`src/rtl/crtc_regif_pkg.sv`:
```
package crtc_regif_pkg;
    localparam int NUM_TIMING   = 12;
    localparam int REG_START_HI = 12;
    localparam int REG_START_LO = 13;
    localparam int REG_CUR_HI   = 14;
    localparam int REG_CUR_LO   = 15;
    localparam int REG_LPEN_HI  = 16;
    localparam int REG_LPEN_LO  = 17;
endpackage

```
`src/rtl/crtc_bus_decode.sv`:
```
module crtc_bus_decode #(
    parameter int IDX_W = 5
) (
    input  logic             clk,
    input  logic             por_n,
    input  logic             rst_n,
    input  logic             bus_cs_n,
    input  logic             bus_rs,
    input  logic             bus_rnw,
    input  logic             bus_en,
    input  logic [IDX_W-1:0] wr_idx,
    output logic [IDX_W-1:0] idx,
    output logic             data_wr,
    output logic             bus_drive
);
    typedef struct packed {
        logic             en_q;
        logic [IDX_W-1:0] idx;
    } dec_t;

    dec_t state_d, state_q;
    logic strobe_fall_d, access_wr_d;

    always_comb begin
        state_d       = state_q;
        strobe_fall_d = state_q.en_q & ~bus_en;
        access_wr_d   = strobe_fall_d & ~bus_cs_n & ~bus_rnw;
        data_wr       = access_wr_d & bus_rs;
        bus_drive     = ~bus_cs_n & bus_rnw & bus_en;
        state_d.en_q  = bus_en;
        if (access_wr_d && !bus_rs) begin
            state_d.idx = wr_idx;
        end
        if (!rst_n) begin
            state_d = '0;
        end
    end

    always_ff @(posedge clk or negedge por_n) begin
        if (!por_n) begin
            state_q <= '0;
        end else begin
            state_q <= state_d;
        end
    end

    assign idx = state_q.idx;

    // synchronous reset returns the index to zero
    p_reset_idx_r1: assert property (@(posedge clk) disable iff (!por_n)
        !rst_n |=> (idx == '0));

    // a commit is a single-cycle event per strobe fall
    p_single_commit_r3: assert property (@(posedge clk) disable iff (!por_n)
        data_wr |=> !data_wr);
endmodule

```
`src/rtl/crtc_reg_bank.sv`:
```
module crtc_reg_bank
    import crtc_regif_pkg::*;
#(
    parameter int DATA_W  = 8,
    parameter int IDX_W   = 5,
    parameter int AHI_W   = 6,
    parameter int NUM_TIM = NUM_TIMING
) (
    input  logic                      clk,
    input  logic                      por_n,
    input  logic                      rst_n,
    input  logic                      data_wr,
    input  logic [IDX_W-1:0]          idx,
    input  logic [DATA_W-1:0]         wdata,
    input  logic                      lpen_load,
    input  logic [AHI_W+DATA_W-1:0]   lpen_addr,
    output logic [NUM_TIM*DATA_W-1:0] timing_regs,
    output logic [AHI_W-1:0]          start_hi,
    output logic [DATA_W-1:0]         start_lo,
    output logic [AHI_W-1:0]          cur_hi,
    output logic [DATA_W-1:0]         cur_lo,
    output logic [AHI_W-1:0]          lpen_hi,
    output logic [DATA_W-1:0]         lpen_lo
);
    localparam int ADDR_W = AHI_W + DATA_W;

    typedef struct packed {
        logic [NUM_TIM-1:0][DATA_W-1:0] tim;
        logic [AHI_W-1:0]               start_hi;
        logic [DATA_W-1:0]              start_lo;
        logic [AHI_W-1:0]               cur_hi;
        logic [DATA_W-1:0]              cur_lo;
        logic [AHI_W-1:0]               lpen_hi;
        logic [DATA_W-1:0]              lpen_lo;
    } bank_t;

    bank_t state_d, state_q;

    always_comb begin
        state_d = state_q;
        if (data_wr) begin
            for (int k = 0; k < NUM_TIM; k++) begin
                if (idx == IDX_W'(k)) begin
                    state_d.tim[k] = wdata;
                end
            end
            if (idx == IDX_W'(REG_START_HI)) state_d.start_hi = wdata[AHI_W-1:0];
            if (idx == IDX_W'(REG_START_LO)) state_d.start_lo = wdata;
            if (idx == IDX_W'(REG_CUR_HI))   state_d.cur_hi   = wdata[AHI_W-1:0];
            if (idx == IDX_W'(REG_CUR_LO))   state_d.cur_lo   = wdata;
        end
        if (lpen_load) begin
            state_d.lpen_hi = lpen_addr[ADDR_W-1:DATA_W];
            state_d.lpen_lo = lpen_addr[DATA_W-1:0];
        end
        if (!rst_n) begin
            state_d = '0;
        end
    end

    always_ff @(posedge clk or negedge por_n) begin
        if (!por_n) begin
            state_q <= '0;
        end else begin
            state_q <= state_d;
        end
    end

    for (genvar g = 0; g < NUM_TIM; g++) begin : g_tim_out
        assign timing_regs[g*DATA_W +: DATA_W] = state_q.tim[g];
    end

    assign start_hi = state_q.start_hi;
    assign start_lo = state_q.start_lo;
    assign cur_hi   = state_q.cur_hi;
    assign cur_lo   = state_q.cur_lo;
    assign lpen_hi  = state_q.lpen_hi;
    assign lpen_lo  = state_q.lpen_lo;

    // without a committed data write the stored fields do not move
    p_hold_without_commit_r4: assert property (@(posedge clk) disable iff (!por_n)
        (!data_wr && rst_n) |=> ($stable(timing_regs) && $stable(start_hi) &&
                                 $stable(start_lo) && $stable(cur_hi) && $stable(cur_lo)));

    // light pen registers change only through the capture load
    p_lpen_read_only_r8: assert property (@(posedge clk) disable iff (!por_n)
        (!lpen_load && rst_n) |=> ($stable(lpen_hi) && $stable(lpen_lo)));
endmodule

```
`src/rtl/crtc_read_mux.sv`:
```
module crtc_read_mux
    import crtc_regif_pkg::*;
#(
    parameter int DATA_W = 8,
    parameter int IDX_W  = 5,
    parameter int AHI_W  = 6
) (
    input  logic              bus_drive,
    input  logic              bus_rs,
    input  logic [IDX_W-1:0]  idx,
    input  logic [AHI_W-1:0]  start_hi,
    input  logic [DATA_W-1:0] start_lo,
    input  logic [AHI_W-1:0]  cur_hi,
    input  logic [DATA_W-1:0] cur_lo,
    input  logic [AHI_W-1:0]  lpen_hi,
    input  logic [DATA_W-1:0] lpen_lo,
    output logic [DATA_W-1:0] rdata
);
    logic [DATA_W-1:0] sel_d;

    always_comb begin
        sel_d = '0;
        if (idx == IDX_W'(REG_START_HI))      sel_d = DATA_W'(start_hi);
        else if (idx == IDX_W'(REG_START_LO)) sel_d = start_lo;
        else if (idx == IDX_W'(REG_CUR_HI))   sel_d = DATA_W'(cur_hi);
        else if (idx == IDX_W'(REG_CUR_LO))   sel_d = cur_lo;
        else if (idx == IDX_W'(REG_LPEN_HI))  sel_d = DATA_W'(lpen_hi);
        else if (idx == IDX_W'(REG_LPEN_LO))  sel_d = lpen_lo;
        rdata = (bus_drive && bus_rs) ? sel_d : '0;
    end
endmodule

```
`src/rtl/crtc_regif.sv`:
```
module crtc_regif
    import crtc_regif_pkg::*;
#(
    parameter int DATA_W  = 8,
    parameter int IDX_W   = 5,
    parameter int AHI_W   = 6,
    parameter int NUM_TIM = NUM_TIMING,
    localparam int ADDR_W = AHI_W + DATA_W
) (
    input  logic                      clk,
    input  logic                      por_n,
    input  logic                      rst_n,
    input  logic                      bus_cs_n,
    input  logic                      bus_rs,
    input  logic                      bus_rnw,
    input  logic                      bus_en,
    input  logic [DATA_W-1:0]         bus_wdata,
    output logic [DATA_W-1:0]         bus_rdata,
    output logic                      bus_drive,
    input  logic                      lpen_load,
    input  logic [ADDR_W-1:0]         lpen_addr,
    output logic [NUM_TIM*DATA_W-1:0] timing_regs,
    output logic [ADDR_W-1:0]         start_addr,
    output logic [ADDR_W-1:0]         cursor_addr
);
    logic [IDX_W-1:0]  idx;
    logic              data_wr;
    logic [AHI_W-1:0]  start_hi, cur_hi, lpen_hi;
    logic [DATA_W-1:0] start_lo, cur_lo, lpen_lo;

    crtc_bus_decode #(.IDX_W(IDX_W)) u_decode (
        .clk       (clk),
        .por_n     (por_n),
        .rst_n     (rst_n),
        .bus_cs_n  (bus_cs_n),
        .bus_rs    (bus_rs),
        .bus_rnw   (bus_rnw),
        .bus_en    (bus_en),
        .wr_idx    (bus_wdata[IDX_W-1:0]),
        .idx       (idx),
        .data_wr   (data_wr),
        .bus_drive (bus_drive)
    );

    crtc_reg_bank #(
        .DATA_W (DATA_W), .IDX_W (IDX_W), .AHI_W (AHI_W), .NUM_TIM (NUM_TIM)
    ) u_bank (
        .clk         (clk),
        .por_n       (por_n),
        .rst_n       (rst_n),
        .data_wr     (data_wr),
        .idx         (idx),
        .wdata       (bus_wdata),
        .lpen_load   (lpen_load),
        .lpen_addr   (lpen_addr),
        .timing_regs (timing_regs),
        .start_hi    (start_hi),
        .start_lo    (start_lo),
        .cur_hi      (cur_hi),
        .cur_lo      (cur_lo),
        .lpen_hi     (lpen_hi),
        .lpen_lo     (lpen_lo)
    );

    crtc_read_mux #(.DATA_W(DATA_W), .IDX_W(IDX_W), .AHI_W(AHI_W)) u_rmux (
        .bus_drive (bus_drive),
        .bus_rs    (bus_rs),
        .idx       (idx),
        .start_hi  (start_hi),
        .start_lo  (start_lo),
        .cur_hi    (cur_hi),
        .cur_lo    (cur_lo),
        .lpen_hi   (lpen_hi),
        .lpen_lo   (lpen_lo),
        .rdata     (bus_rdata)
    );

    assign start_addr  = {start_hi, start_lo};
    assign cursor_addr = {cur_hi, cur_lo};

    // the read bus stays quiet whenever the pads are not being driven
    p_rdata_quiet_r6: assert property (@(posedge clk) disable iff (!por_n)
        !bus_drive |-> (bus_rdata == '0));

    // six-bit high bytes read back with the top bits clear
    p_hi_byte_width_r5: assert property (@(posedge clk) disable iff (!por_n)
        (bus_drive && bus_rs && (idx == IDX_W'(REG_START_HI) || idx == IDX_W'(REG_CUR_HI)))
        |-> (bus_rdata[DATA_W-1:AHI_W] == '0));

    // synchronous reset empties the parallel address outputs
    p_reset_outputs_r1: assert property (@(posedge clk) disable iff (!por_n)
        !rst_n |=> (start_addr == '0 && cursor_addr == '0 && timing_regs == '0));
endmodule

```
`config.mk`:
```
export PLATFORM = sky130hd
export DESIGN_NAME = crtc_regif
export DESIGN_NICKNAME = d
export VERILOG_FILES = /design/src/rtl/crtc_regif_pkg.sv /design/src/rtl/crtc_bus_decode.sv /design/src/rtl/crtc_reg_bank.sv /design/src/rtl/crtc_read_mux.sv /design/src/rtl/crtc_regif.sv
export SDC_FILE = /design/constraint.sdc
export NUM_CORES = 1
export LEC_CHECK = 0
export BUFFER_PORTS_ARGS = -buffer_cell sky130_fd_sc_hd__buf_2
export CAP_MARGIN = 20
export CORE_ASPECT_RATIO = 1.4
export CORE_MARGIN = 1
export CORE_UTILIZATION = 53
export DETAILED_ROUTE_END_ITERATION = 10
export PLACE_DENSITY = 0.77
export SYNTH_ARGS = -nofsm -noshare
export SYNTH_HDL_FRONTEND = slang
export SYNTH_HIERARCHICAL = 1
export SYNTH_SLANG_ARGS = --single-unit
```
`constraint.sdc`:
```
create_clock -name clk -period 1.81 [get_ports clk]
set_input_delay 0.2715 -clock clk [delete_from_list [all_inputs] [get_ports clk]]
set_output_delay 0.2715 -clock clk [all_outputs]
set_load 0.1 [all_outputs]
```
After elaboration in Yosys (flattened, before gate mapping). Cells that the tools add are included.

Bitwise logic cells: 9. Muxes and demuxes: 28. Reduce and logical (&&, ||, !) cells: 20. Equal/unequal tests: 36.

Operators with widths (number): 8-bit 2-to-1 mux (21); 138-bit 2-to-1 mux (1); 124-bit 2-to-1 mux (1); 5-bit by 4-bit equality test with 1-bit output, second input constant (8); 2-bit by 1-bit != test with 1-bit output, second input constant (19); 2-bit AND reduction (16); 5-bit by 3-bit equality test with 1-bit output, second input constant (4); 6-bit 2-to-1 mux (3); 14-bit 2-to-1 mux (1); 5-bit by 2-bit equality test with 1-bit output, second input constant (2); 5-bit equality test, second input constant (2); 1-bit AND (6); 5-bit by 1-bit equality test with 1-bit output, second input constant (1); 5-bit logical NOT (1); 5-bit 2-to-1 mux (1); 1-bit NOT (3); 1-bit logical AND (2); 1-bit logical NOT (1).

Output and inout bits: 133. Logic and storage cells: 113. Bits in registers: 144.

Logic depth before layout (Yosys ltp).
Depth in word-level cells: 8. Mapped depth: 7. Depth with buffers taken out: 5.

Modules after synthesis. The synthesis kept the hierarchy.

Modules (own cells, without submodules): crtc_reg_bank (instances 1, seq. area each 3453.3 um^2, cells each 478, area each 5778.0 um^2); crtc_read_mux (instances 1, seq. area each 0.0 um^2, cells each 64, area each 442.9 um^2); crtc_bus_decode (instances 1, seq. area each 150.1 um^2, cells each 34, area each 332.8 um^2).

Worst setup path before layout. OpenSTA, ideal clock, no wires.

Kind: input -> output. Start: in bus_en. End: out bus_rdata[0]. Path buffers: 0. Cell stages on the path: 5. Setup slack: -2071 ps. Data arrival time: 3610 ps. Cell sequence: nand2_1 nor2_1 and2_1 o21ai_0 a31oi_1.

Longest elaborated chain between the ends: 3.

RTL lines: start: declaration (RTL line crtc_regif.sv:16) `input logic bus_en,`; 1-bit AND (RTL line crtc_bus_decode.sv:29) `bus_drive = ~bus_cs_n & bus_rnw & bus_en;`; via bus_drive (RTL line crtc_regif.sv:19) `output logic bus_drive,`; 1-bit logical AND (RTL line crtc_read_mux.sv:29) `rdata = (bus_drive && bus_rs) ? sel_d : '0;`; 8-bit 2-to-1 mux (RTL line crtc_read_mux.sv:29); end: declaration (RTL line crtc_regif.sv:18) `output logic [DATA_W-1:0] bus_rdata,`.

The timed path passes the listed nets, and every way through them passes these cells.

Final worst setup path.
Start: reg u_decode.state_q (netlist bit u_decode/idx[0]). End: out bus_rdata[1].

Longest elaborated chain between the ends: 8. Elaborated cells on any way between the ends: 13.

RTL lines: start: declaration (RTL line crtc_bus_decode.sv:21) `dec_t state_d, state_q;`; start signal: assignment (RTL line crtc_bus_decode.sv:43) `state_q <= state_d;`; 5-bit equality test (RTL line crtc_read_mux.sv:28) `else if (idx == IDX_W'(REG_LPEN_LO)) sel_d = lpen_lo;`; 8-bit 2-to-1 mux (RTL line crtc_read_mux.sv:28); 8-bit 2-to-1 mux (RTL line crtc_read_mux.sv:27) `else if (idx == IDX_W'(REG_LPEN_HI)) sel_d = DATA_W'(lpen_hi);`; 8-bit 2-to-1 mux (RTL line crtc_read_mux.sv:26) `else if (idx == IDX_W'(REG_CUR_LO)) sel_d = cur_lo;`; 8-bit 2-to-1 mux (RTL line crtc_read_mux.sv:25) `else if (idx == IDX_W'(REG_CUR_HI)) sel_d = DATA_W'(cur_hi);`; 8-bit 2-to-1 mux (RTL line crtc_read_mux.sv:24) `else if (idx == IDX_W'(REG_START_LO)) sel_d = start_lo;`; 8-bit 2-to-1 mux * (RTL line crtc_read_mux.sv:23) `if (idx == IDX_W'(REG_START_HI)) sel_d = DATA_W'(start_hi);`; 8-bit 2-to-1 mux * (RTL line crtc_read_mux.sv:29).

Mark *: on every way between the ends. The rest lies on a longest branch, timed or not.

==> results.ini <==
[run_status]
status = finished with violations
violations = setup timing

[pwr]
internal_power_mw = 5.48
seqPwrFrac_pct = 45.5
comb_power_share_pct = 5.1
power_mw = 7.16
peakVddDrop_mv = 0.757
switchingPower_mw = 1.68
leakagePower_nw = 4.69
switching_share_pct = 23.5
clkPwrFrac_pct = 49.4
power.density_nw_per_um2 = 825

[detailed_routing]
drtAntennaViolNets = 0
route.met3.wl_um = 1080
drt-wirelength-per-cell_um = 19.6
top_layer = met4
drt_first_pass_iters = 5
drt-met1-wl_um = 7020
met2_length_um = 9300
viasPerCell = 5.55
drt-initial-drc-count = 213
vias = 5085
routed_wl_um = 18000
drc = 0

[clock_network]
clkSlewWorstSetupHoldPaths_ns = 0.06
root_buffer = clkbuf_16
cts_tree = built
insertion_delay_ns = 0.41
clock-sinks = 144
ctsHtreeMaxLevel = 4
cts-buffers-inserted = 17
clk_path_buf_depth = 2

[synthesis]
synth_nets = 606
yosysUniqueCellTypes = 34
syn_inst = 576
ys_ff_latch = 144
synth.avg_cell_area_um2 = 11.4
syn_area_um2 = 6550
ys_warn_count = 6
synth_top_cell_area_share_pct = 55.0
yosysTopAreaCell = dfrtp_1
synth-seq-area-share_pct = 55.0
synthTopCellsByArea = dfrtp_1 55%, mux2i_1 22%, nand2_1 8.6%

[critical_path]
worstPathRequired_ns = 1.54
critical_path_class = register to output pin
end_kind = output pin
arrival_ns = 2.05
path_max_fanout = 8
worst-r2r-setup-slack_ns = 0.12
critPathLaunchType = register

[floorplan]
die_x_um = 96.0
rows = 47
die_h_um = 134
ios = 163
initial_core_util_pct = 54.9
placeableCoreArea_um2 = 11900
dieArea_um2 = 12800

[timing]
tightestPinTransition_ns = 0.620
min_period_ns = 2.32
setup_slack_ns = -0.513
finClkSkew_ns = 0.00897
rsz0062_at_grt = yes
max_slew_margin_pct = 58.6
period_share_pct = 128
hold_viol_final = 0
max_freq_mhz = 430
setup_viol = 8
slew_violations = 0

[final_layout]
synthToLayoutAreaGrowth_pct = 32.4
drive_above_1_share_pct = 39.7
stdcell_count = 916
diodes = 0
final_core_util_pct = 72.7
fin_nets = 786

[global_routing]
grt_pass1_vias = 5312
antenna_found_initial = 0
grt_max_degree = 59
track_usage_pct = 29.5
grt_pass1_wl_um = 28200
overflow = 0

[placed_design]
port_buffers = 162
dpl.hpwl_um = 12500
dpl_worst_slack_ns = -0.195
gp_congestion = 0.894
dp.cells = 880

[flow_run]
drv_cap = 0

[min_path]
hp-class = primary input to register

repair_timing:
action | CTS | global route
resized for setup | 25 | 4
endpoints found under the setup margin | 8 | 8
hold endpoints to repair | 30 | 0
gates cloned | 0 | 0
hold buffers | 1 | 0
setup buffers | 2 | 1
pin swaps | 4 | 0
layer usage:
metal | up-vias | global-route usage [%]
li1 | 2291 | -
met1 | 2548 | 36.0
met2 | 201 | 49.8
met3 | 45 | 6.96
met4 | 0 | 11.4
met5 | - | 0
synth_stat cells:
library cell and n:
nand2_1 150, mux2i_1 145, dfrtp_1 144, clkbuf_1 20
nor2b_1 17, nor2_1 10, buf_2 9, nand2_2 9
buf_4 8, o21ai_0 8, a21oi_1 6, buf_6 5
mux2_2 5, a22o_1 4, a31oi_1 4, nand2b_1 4
nand3b_1 4, a222oi_1 2, and2_1 2, and3_1 2
and4bb_1 2, buf_1 2, nor4b_4 2, or3_1 2
and4b_1 1, and4b_2 1, and4bb_4 1, inv_1 1
mux2_1 1, nand3b_2 1, nand4b_4 1, nor2_2 1
nor3b_1 1, nor3b_4 1
final timing paths:
kind                                  startpoint                endpoint  cells after the start
max in group asynchronous                  por_n  u_bank/timing_regs[16]                      3
min in group asynchronous                  por_n       u_bank/lpen_lo[2]                      2
min                                 lpen_addr[4]       u_bank/lpen_lo[4]                      3
max reg2reg                      u_decode/idx[0]  u_bank/timing_regs[15]                      4
min reg2reg                u_bank/timing_regs[2]   u_bank/timing_regs[2]                      2
max                              u_decode/idx[0]            bus_rdata[1]                      5
kinds of logic (layout without fill, tap and decap cells):
kind of cell	after synthesis	count (layout)	synth area share (%)
and+or+nand+nor	212	212	15.8
muxes	151	151	23.2
DFF	144	144	55.0
buffers and inverters	45	238	3.78
AOI/OAI and AO/OA	24	24	2.29
metrics by stage:
step                hold WS [ns]  TNS [ns]  instance area, um^2
CTS                        0.116     -3.05                 8660
global route               0.136     -3.66                 8680
detailed placement         0.190     -1.45                 7960
global placement           0.183    -0.651                 7960
floorplan                -0.0241     -1.89                 6750
finish                     0.128     -3.26                 8680
power by group through the flow:
stage          Combinational, mW  Clock [mW]  Sequential [mW]
2_1_floorplan              0.164           0             3.32
3_3_place_gp               0.354           0             3.31
3_5_place_dp               0.363           0             3.31
4_1_cts                    0.367        3.59             3.25
5_1_grt                    0.395        3.73             3.26
6_report                   0.365        3.54             3.25
flip-flops by register name, summed over array words and instances (netlist names):
| signal | count |
|---|---|
| u_decode/state_q | 1 |
| u_bank/start_hi | 6 |
| u_bank/lpen_hi | 6 |
| u_decode/idx | 5 |
| u_bank/start_lo | 8 |
| u_bank/cur_lo | 8 |
| u_bank/cur_hi | 6 |
| u_bank/timing_regs | 96 |
| u_bank/lpen_lo | 8 |
area by class of cell:
class / count / area, um^2
multi-input combinational: 387 / 2910
fill: 853 / 3260
timing repair buffer: 205 / 1350
clock buffer: 19 / 453
tap: 147 / 184
inverter: 1 / 3.75
clock inverter: 13 / 149
sequential: 144 / 3630
critical path, cell delays in order, from the launching register on:
cell	delay [ns]
dfrtp_2	0.45
mux2_2	0.37
a222oi_1	0.41
buf_4	0.20
nor2_4	0.04
buf_12	0.17
placed cells by master, fill, tap and decap left out, types with 3 or more instances in the layout:
cell type,instances
nor2b_1,17
buf_12,14
mux2_2,5
a21oi_1,4
o21ai_4,4
clkinvlp_4,3
a31oi_4,4
buf_6,4
mux2i_1,144
dfrtp_2,18
nor2_2,3
nand2_1,144
a22o_1,4
nor2_1,3
buf_4,34
dfrtp_1,125
inv_6,5
o21ai_1,3
clkbuf_16,17
nand3b_1,4
buf_2,152
nor2_4,5
nand2_2,14
nand2b_1,4
Power figures use the tool's default switching activity.
